--- src/rtl/plock_pkg.sv ---
// Shared definitions for the phase-error lock monitor.
// Holds the register address map and the position of the lock bit in the
// status word. Assumes a 2-bit register address.
package plock_pkg;

    typedef enum logic [1:0] {
        ADDR_THR  = 2'd0,
        ADDR_IVL  = 2'd1,
        ADDR_STAT = 2'd2,
        ADDR_RSVD = 2'd3
    } plock_addr_e;

    localparam int STAT_LOCK_BIT = 0;

endpackage

--- src/rtl/plock_mag.sv ---
// Sample magnitude comparator.
// Takes the absolute value of a signed two's-complement phase sample and
// flags it when it reaches the threshold. The most negative code maps to
// 2^(PHASE_W-1), which still fits in PHASE_W unsigned bits.
// Assumes the threshold is unsigned and PHASE_W bits wide. Purely combinational.
module plock_mag #(
    parameter int PHASE_W = 16
) (
    input  logic               vld_i,
    input  logic [PHASE_W-1:0] phase_i,
    input  logic [PHASE_W-1:0] thr_i,
    output logic               exceed_o
);

    logic [PHASE_W-1:0] mag;

    // Absolute value: negate the code when the sign bit is set.
    always_comb begin
        if (phase_i[PHASE_W-1]) begin
            mag = PHASE_W'(~phase_i + 1'b1);
        end else begin
            mag = phase_i;
        end
    end

    // A sample counts only when it is valid.
    always_comb begin
        exceed_o = vld_i && (mag >= thr_i);
    end

endmodule

--- src/rtl/plock_window.sv ---
// Window failure tracker.
// Holds a sticky mark that is set by any over-threshold sample inside the
// current window. The window result shown on the tick cycle also includes
// that cycle's own sample. The mark clears on a tick or on a restart.
// Assumes tick_i is a single-cycle pulse.
module plock_window (
    input  logic clk,
    input  logic rst_n,
    input  logic tick_i,
    input  logic exceed_i,
    input  logic restart_i,
    output logic win_fail_o
);

    logic fail_q;

    // Sticky failure mark for the window in progress.
    always_ff @(posedge clk) begin
        if (!rst_n) begin
            fail_q <= 1'b0;
        end else if (restart_i || tick_i) begin
            fail_q <= 1'b0;
        end else if (exceed_i) begin
            fail_q <= 1'b1;
        end
    end

    // Result of the closing window, including the sample in the tick cycle.
    always_comb begin
        win_fail_o = fail_q || exceed_i;
    end

    // a tick or a restart leaves the next window clean.
    p_flag_clear_r4: assert property (@(posedge clk) disable iff (!rst_n)
        (tick_i || restart_i) |=> !fail_q);

    // once failed, a window stays failed until it closes.
    p_fail_sticky_r2: assert property (@(posedge clk) disable iff (!rst_n)
        (fail_q && !tick_i && !restart_i) |=> fail_q);

endmodule

--- src/rtl/plock_count.sv ---
// Consecutive passing-window counter and lock flag.
// On each tick it either clears the run (failing window) or advances it
// (passing window). The flag is set when the run reaches the effective
// window count, which is the setting with 0 treated as 1. The run saturates
// at that count. A restart clears everything and takes priority over a tick.
module plock_count #(
    parameter int CNT_W = 8
) (
    input  logic             clk,
    input  logic             rst_n,
    input  logic             tick_i,
    input  logic             win_fail_i,
    input  logic             restart_i,
    input  logic [CNT_W-1:0] ivl_i,
    output logic             lock_o
);

    localparam int EXT_W = CNT_W + 1;

    logic [CNT_W-1:0] cnt_q;
    logic             lock_q;
    logic [CNT_W-1:0] ivl_eff;
    logic [EXT_W-1:0] cnt_next;

    // Effective window count: a setting of zero means one window.
    always_comb begin
        ivl_eff  = (ivl_i == '0) ? CNT_W'(1) : ivl_i;
        cnt_next = EXT_W'(cnt_q) + EXT_W'(1);
    end

    // Run length and lock flag, updated on window boundaries.
    always_ff @(posedge clk) begin
        if (!rst_n) begin
            cnt_q  <= '0;
            lock_q <= 1'b0;
        end else if (restart_i) begin
            cnt_q  <= '0;
            lock_q <= 1'b0;
        end else if (tick_i) begin
            if (win_fail_i) begin
                cnt_q  <= '0;
                lock_q <= 1'b0;
            end else if (cnt_next >= EXT_W'(ivl_eff)) begin
                cnt_q  <= ivl_eff;
                lock_q <= 1'b1;
            end else begin
                cnt_q  <= cnt_next[CNT_W-1:0];
            end
        end
    end

    assign lock_o = lock_q;

    // a failing window drops the lock and clears the run.
    p_fail_drops_lock_r7: assert property (@(posedge clk) disable iff (!rst_n)
        (tick_i && win_fail_i) |=> (!lock_q && cnt_q == '0));

    // a setting write clears the lock and the run.
    p_restart_clears_r9: assert property (@(posedge clk) disable iff (!rst_n)
        restart_i |=> (!lock_q && cnt_q == '0));

    // lock can only rise right after a window boundary.
    p_lock_rise_tick_r5: assert property (@(posedge clk) disable iff (!rst_n)
        $rose(lock_q) |-> ($past(tick_i) && !$past(restart_i)));

    // lock holds unless a failing window or a restart occurs.
    p_lock_hold_r8: assert property (@(posedge clk) disable iff (!rst_n)
        (lock_q && !(tick_i && win_fail_i) && !restart_i) |=> lock_q);

    // the run never exceeds the effective window count.
    p_cnt_bound_r6: assert property (@(posedge clk) disable iff (!rst_n)
        cnt_q <= ivl_eff);

endmodule

--- src/rtl/plock_regs.sv ---
// Settings registers and read mux.
// Holds the threshold and the window-count setting. Raises restart_o for a
// write to either one, and returns read data combinationally from the
// address. Writes to the status and reserved addresses are dropped.
// Assumes DATA_W >= PHASE_W and DATA_W >= CNT_W.
module plock_regs
    import plock_pkg::*;
#(
    parameter int PHASE_W = 16,
    parameter int CNT_W   = 8,
    parameter int DATA_W  = 16,
    parameter int THR_RST = 512,
    parameter int IVL_RST = 4
) (
    input  logic               clk,
    input  logic               rst_n,
    input  logic               wr_i,
    input  logic [1:0]         addr_i,
    input  logic [DATA_W-1:0]  wdata_i,
    input  logic               lock_i,
    output logic [PHASE_W-1:0] thr_o,
    output logic [CNT_W-1:0]   ivl_o,
    output logic               restart_o,
    output logic [DATA_W-1:0]  rdata_o
);

    plock_addr_e addr;

    assign addr = plock_addr_e'(addr_i);

    // Threshold and window-count storage.
    always_ff @(posedge clk) begin
        if (!rst_n) begin
            thr_o <= PHASE_W'(THR_RST);
            ivl_o <= CNT_W'(IVL_RST);
        end else if (wr_i) begin
            if (addr == ADDR_THR) begin
                thr_o <= wdata_i[PHASE_W-1:0];
            end
            if (addr == ADDR_IVL) begin
                ivl_o <= wdata_i[CNT_W-1:0];
            end
        end
    end

    // A write to either setting restarts the lock search.
    always_comb begin
        restart_o = wr_i && (addr == ADDR_THR || addr == ADDR_IVL);
    end

    // Read mux; unused bits read as zero.
    always_comb begin
        rdata_o = '0;
        case (addr)
            ADDR_THR:  rdata_o[PHASE_W-1:0] = thr_o;
            ADDR_IVL:  rdata_o[CNT_W-1:0]   = ivl_o;
            ADDR_STAT: rdata_o[STAT_LOCK_BIT] = lock_i;
            default:   rdata_o = '0;
        endcase
    end

    // Upper write-data bits that the window-count field does not use.
    generate
        if (DATA_W > CNT_W) begin : g_unused_hi
            logic unused_hi;
            assign unused_hi = ^wdata_i[DATA_W-1:CNT_W];
        end
    endgenerate

    // the settings change only on a write to their own address.
    p_cfg_hold_r10: assert property (@(posedge clk) disable iff (!rst_n)
        !(wr_i && (addr == ADDR_THR || addr == ADDR_IVL))
            |=> ($stable(thr_o) && $stable(ivl_o)));

endmodule

--- src/rtl/plock_detect.sv ---
// Phase-error lock monitor, top level.
// Connects the magnitude compare, the window failure tracker, the
// consecutive-window counter and the settings registers. Window edges come
// from tick_i, which in the field is 4 ms apart.
// Assumes tick_i and the register strobe are synchronous to clk.
module plock_detect #(
    parameter int PHASE_W = 16,
    parameter int CNT_W   = 8,
    parameter int DATA_W  = 16,
    parameter int THR_RST = 512,
    parameter int IVL_RST = 4
) (
    input  logic               clk,
    input  logic               rst_n,
    input  logic               tick_i,
    input  logic               phase_vld_i,
    input  logic [PHASE_W-1:0] phase_i,
    input  logic               reg_wr_i,
    input  logic [1:0]         reg_addr_i,
    input  logic [DATA_W-1:0]  reg_wdata_i,
    output logic [DATA_W-1:0]  reg_rdata_o,
    output logic               lock_o
);

    logic [PHASE_W-1:0] thr;
    logic [CNT_W-1:0]   ivl;
    logic               restart;
    logic               exceed;
    logic               win_fail;
    logic               lock;

    plock_regs #(
        .PHASE_W (PHASE_W),
        .CNT_W   (CNT_W),
        .DATA_W  (DATA_W),
        .THR_RST (THR_RST),
        .IVL_RST (IVL_RST)
    ) u_regs (
        .clk       (clk),
        .rst_n     (rst_n),
        .wr_i      (reg_wr_i),
        .addr_i    (reg_addr_i),
        .wdata_i   (reg_wdata_i),
        .lock_i    (lock),
        .thr_o     (thr),
        .ivl_o     (ivl),
        .restart_o (restart),
        .rdata_o   (reg_rdata_o)
    );

    plock_mag #(
        .PHASE_W (PHASE_W)
    ) u_mag (
        .vld_i    (phase_vld_i),
        .phase_i  (phase_i),
        .thr_i    (thr),
        .exceed_o (exceed)
    );

    plock_window u_win (
        .clk        (clk),
        .rst_n      (rst_n),
        .tick_i     (tick_i),
        .exceed_i   (exceed),
        .restart_i  (restart),
        .win_fail_o (win_fail)
    );

    plock_count #(
        .CNT_W (CNT_W)
    ) u_cnt (
        .clk        (clk),
        .rst_n      (rst_n),
        .tick_i     (tick_i),
        .win_fail_i (win_fail),
        .restart_i  (restart),
        .ivl_i      (ivl),
        .lock_o     (lock)
    );

    assign lock_o = lock;

    // lock is low in the first cycle after reset.
    p_reset_unlocked_r1: assert property (@(posedge clk)
        !rst_n |=> !lock_o);

endmodule

--- config.mk ---
export PLATFORM = sky130hd
export DESIGN_NAME = plock_detect
export DESIGN_NICKNAME = d
export VERILOG_FILES = /design/src/rtl/plock_pkg.sv /design/src/rtl/plock_mag.sv /design/src/rtl/plock_window.sv /design/src/rtl/plock_count.sv /design/src/rtl/plock_regs.sv /design/src/rtl/plock_detect.sv
export SDC_FILE = /design/constraint.sdc
export NUM_CORES = 1
export LEC_CHECK = 0
export BUFFER_PORTS_ARGS = -buffer_cell sky130_fd_sc_hd__buf_2
export CAP_MARGIN = 30
export CORE_ASPECT_RATIO = 1.75
export CORE_MARGIN = 5
export CORE_UTILIZATION = 35
export DETAILED_ROUTE_END_ITERATION = 16
export PLACE_DENSITY_LB_ADDON = 0.25
export SLEW_MARGIN = 15
export SYNTH_ARGS = -nofsm -noshare
export SYNTH_HDL_FRONTEND = slang
export SYNTH_HIERARCHICAL = 1
export SYNTH_SLANG_ARGS = --single-unit
--- constraint.sdc ---
create_clock -name clk -period 11.1 [get_ports clk]
set_input_delay 1.665 -clock clk [delete_from_list [all_inputs] [get_ports clk]]
set_output_delay 1.665 -clock clk [all_outputs]
set_load 0.05 [all_outputs]
==> run summary <==
# DRC: 0
largest area contributor in the netlist: dfxtp_1
Post-synth ARST share: 0
Critical Path AT: 5.35 ns
first-pass GRT wire length: 11200 µm
Startpoint Class: input port
Filler cells: 788
CP peak stage delay: 0.80 ns
sequential cell area: 681 µm²
Die Wd: 76.8 µm
Vias/cell: 5.23
First-pass DRT Iterations: 4
IO Port Bufs: 55
multi-input logic area: 1840 µm²
hold_sp: u_regs/thr_o[13]$_SDFFE_PN0P_
Setup Total Neg Slack: 0 ns
routability cong.: 0.825
Clock transition at path regs: 0.05 ns
P_leak: 1.40 nW
Post-DP HPWL: 5630 µm
Initial Util: 0.358
final instance area: 3170 µm²
Post-Syn Area per Cell: 8.15 µm²
grt ovf: 0
R2R depth: 10
H-Tree Depth: 2
largest net degree at the start of global routing: 42
count of final hold-check violations: 0
total number of vias: 2478
clock sink count: 34
Crit-path slowest cell: nor3b_1
Max Fclk: 0.195 GHz
Worst Clk Skew: 0.00423 ns
hold depth: 2
Final nets: 450
clk_lat worst skew: 0.27 ns
Min-Delay Path Class: flip-flop to flip-flop
Syn-to-layout area delta: 16.2%
reg2reg end: u_cnt/cnt_q[6]$_SDFFE_PP0P_
flops & latches, synth: 34
Synth top area share: 0.249
crit-path cells: buf_2, or4_4, or4_4, o21ai_1, xnor2_1, ha_1, a21oi_1, o21ai_0, a22oi_1, o21ai_0, or2_1, nor3b_1, a41o_1, a221o_1
Final setup violation count: 0
Top Ports: 56
crit-path max FO: 8
Final Max Tran Viols: 0
Critical R2R Launch: u_regs/thr_o[2]$_SDFFE_PN0P_
share of layout cells above drive strength 1: 0.199
Distinct cells, synth: 56
drt wl/cell: 14.4 µm
Root Driver: clkbuf_16
max_cap viols: 0
Slew HR: 0.365
worst slew pin tran: 0.951 ns
unrepaired setup endpoints after global routing: false
warnings from Yosys: 6
Post-Syn Area: 2730 µm²
Req. time, crit path: 11.32 ns
CTS tree: done
Post-CTS Resized: 0
antenna viol nets, final: 0
minimum clock period: 5.13 ns
number of enable flip-flop cells after synthesis: 0
peak supply drop: 0.0000693 V
CTS Buf Count: 5
Mapped Cells: 335
register area share after synthesis: 0.249
most area-consuming cells after synthesis: dfxtp_1 25%, ha_1 12%, mux2i_1 11%
critical path class: input port to flip-flop
Synth Flop Type: dfxtp_1
final WL: 6810 µm
hold buffers post-CTS: 0
hold endpoint: u_regs/thr_o[13]$_SDFFE_PN0P_
Total GRT Usage: 0.140
Site Rows: 42
number of global-route vias before repair: 2454
maximum clock path buffer count: 2
WP buf/inv: 1
placed inst area: 3030 µm²
outcome: finished clean
PwrDens: 109 nW/µm²
period utilisation layout: 0.462
flop-to-flop setup slack: 8.14 ns
Die ar.: 9740 µm²
1st-iter DRT viols: 85
initial antenna violation count: 0
Diodes inserted: 0
crit-path leading delay family: simple AND/OR/NAND/NOR gates
number of buffers added for setup after CTS: 0
Core ar.: 7620 µm²
Worst Setup End Kind: flip-flop
Mapped Nets: 400
Die Y: 127 µm
==> registers in the layout, indices dropped and copies added, names as in the netlist <==
name	flops
u_cnt/lock_o	1
u_regs/thr_o	16
u_regs/ivl_o	8
u_cnt/cnt_q	8
u_win/fail_q	1
==> area by class of cell <==
cell class / count / area share
repair buffers: 56 / 0.0891
well taps: 88 / 0.0347
inverters: 29 / 0.0343
clock inverters: 1 / 0.00158
flip-flops and latches: 34 / 0.215
clock buffers: 7 / 0.0450
multi-input cells: 259 / 0.581
==> tightest hold or removal path, stage by stage (launching register included) <==
cell and delay (ns):
dfxtp_1 0.31, nand2_1 0.05, mux2i_1 0.05
==> metal layers <==
metal | up-vias | track usage | wire length [µm]
li1 | 1273 | - | -
met1 | 1133 | 0.147 | 2660
met2 | 57 | 0.263 | 3670
met3 | 15 | 0.0191 | 260
met4 | 0 | 0.0700 | 223
met5 | - | 0 | 0
==> cells in the final DEF, fill, tap and decap left out, types with 9 or more instances in the layout <==
master	n
buf_2	55
xnor2_1	17
nor2_1	17
inv_1	29
a21oi_1	12
mux2i_1	30
nand2_1	59
and2_1	9
ha_1	26
o21ai_0	10
dfxtp_1	34
==> synth_stat cells (3+ instances only) <==
cell type / count
and3_1: 3
dfxtp_1: 34
clkbuf_1: 5
o31ai_1: 4
a221o_1: 3
nor2_1: 17
nor3_1: 6
buf_2: 3
nor2b_1: 3
a21oi_1: 12
a211oi_1: 3
xnor2_1: 17
o211ai_1: 4
mux2i_1: 30
nand2_1: 59
and2_1: 9
o21ai_0: 10
nand4_1: 3
nand3_1: 6
ha_1: 26
buf_6: 4
inv_1: 29
==> worst max-delay path by stage <==
stage                     startpoint                          end  slack (ns)  depth (start not counted)
final                     phase_i[9]  u_cnt/cnt_q[6]$_SDFFE_PP0P_        5.97                         14
after global routing      phase_i[7]  u_cnt/cnt_q[2]$_SDFFE_PP0P_        5.73                         15
after CTS                 phase_i[9]  u_cnt/cnt_q[2]$_SDFFE_PP0P_        5.98                         15
after detailed placement  phase_i[9]  u_cnt/cnt_q[2]$_SDFFE_PP0P_        5.71                         15
after global placement    phase_i[9]  u_cnt/cnt_q[2]$_SDFFE_PP0P_        5.73                         15
after floorplan           phase_i[9]  u_cnt/cnt_q[2]$_SDFFE_PP0P_        6.21                         15
==> cells by family (layout without fill, tap and decap cells) <==
group,after synthesis,after routing,synth area share
simple gates,130,130,0.244
compound gates,54,54,0.141
buf+inv,42,93,0.0760
flops,34,34,0.249
mux,30,30,0.110
fa+ha+maj,26,26,0.119
xor+xnor,19,19,0.0609
==> metrics by stage <==
stage	util	setup slack, ns	hold WS (ns)	power, W	cells
after floorplan	-	6.21	0.443	0.000187	335
after global placement	0.397	5.73	0.455	0.000207	466
after detailed placement	0.397	5.71	0.461	0.000209	466
after CTS	0.416	5.98	0.473	0.000348	474
after global routing	0.416	5.73	0.484	0.000363	474
final	0.416	5.97	0.469	0.000344	474
==> where the power goes <==
group	switching, W	internal, W
Combinational	0.0000446	0.0000305
Clock	0.0000499	0.0000889
Sequential	0.00000398	0.000126
Total	0.0000985	0.000246
Power figures use the tool's default switching activity.
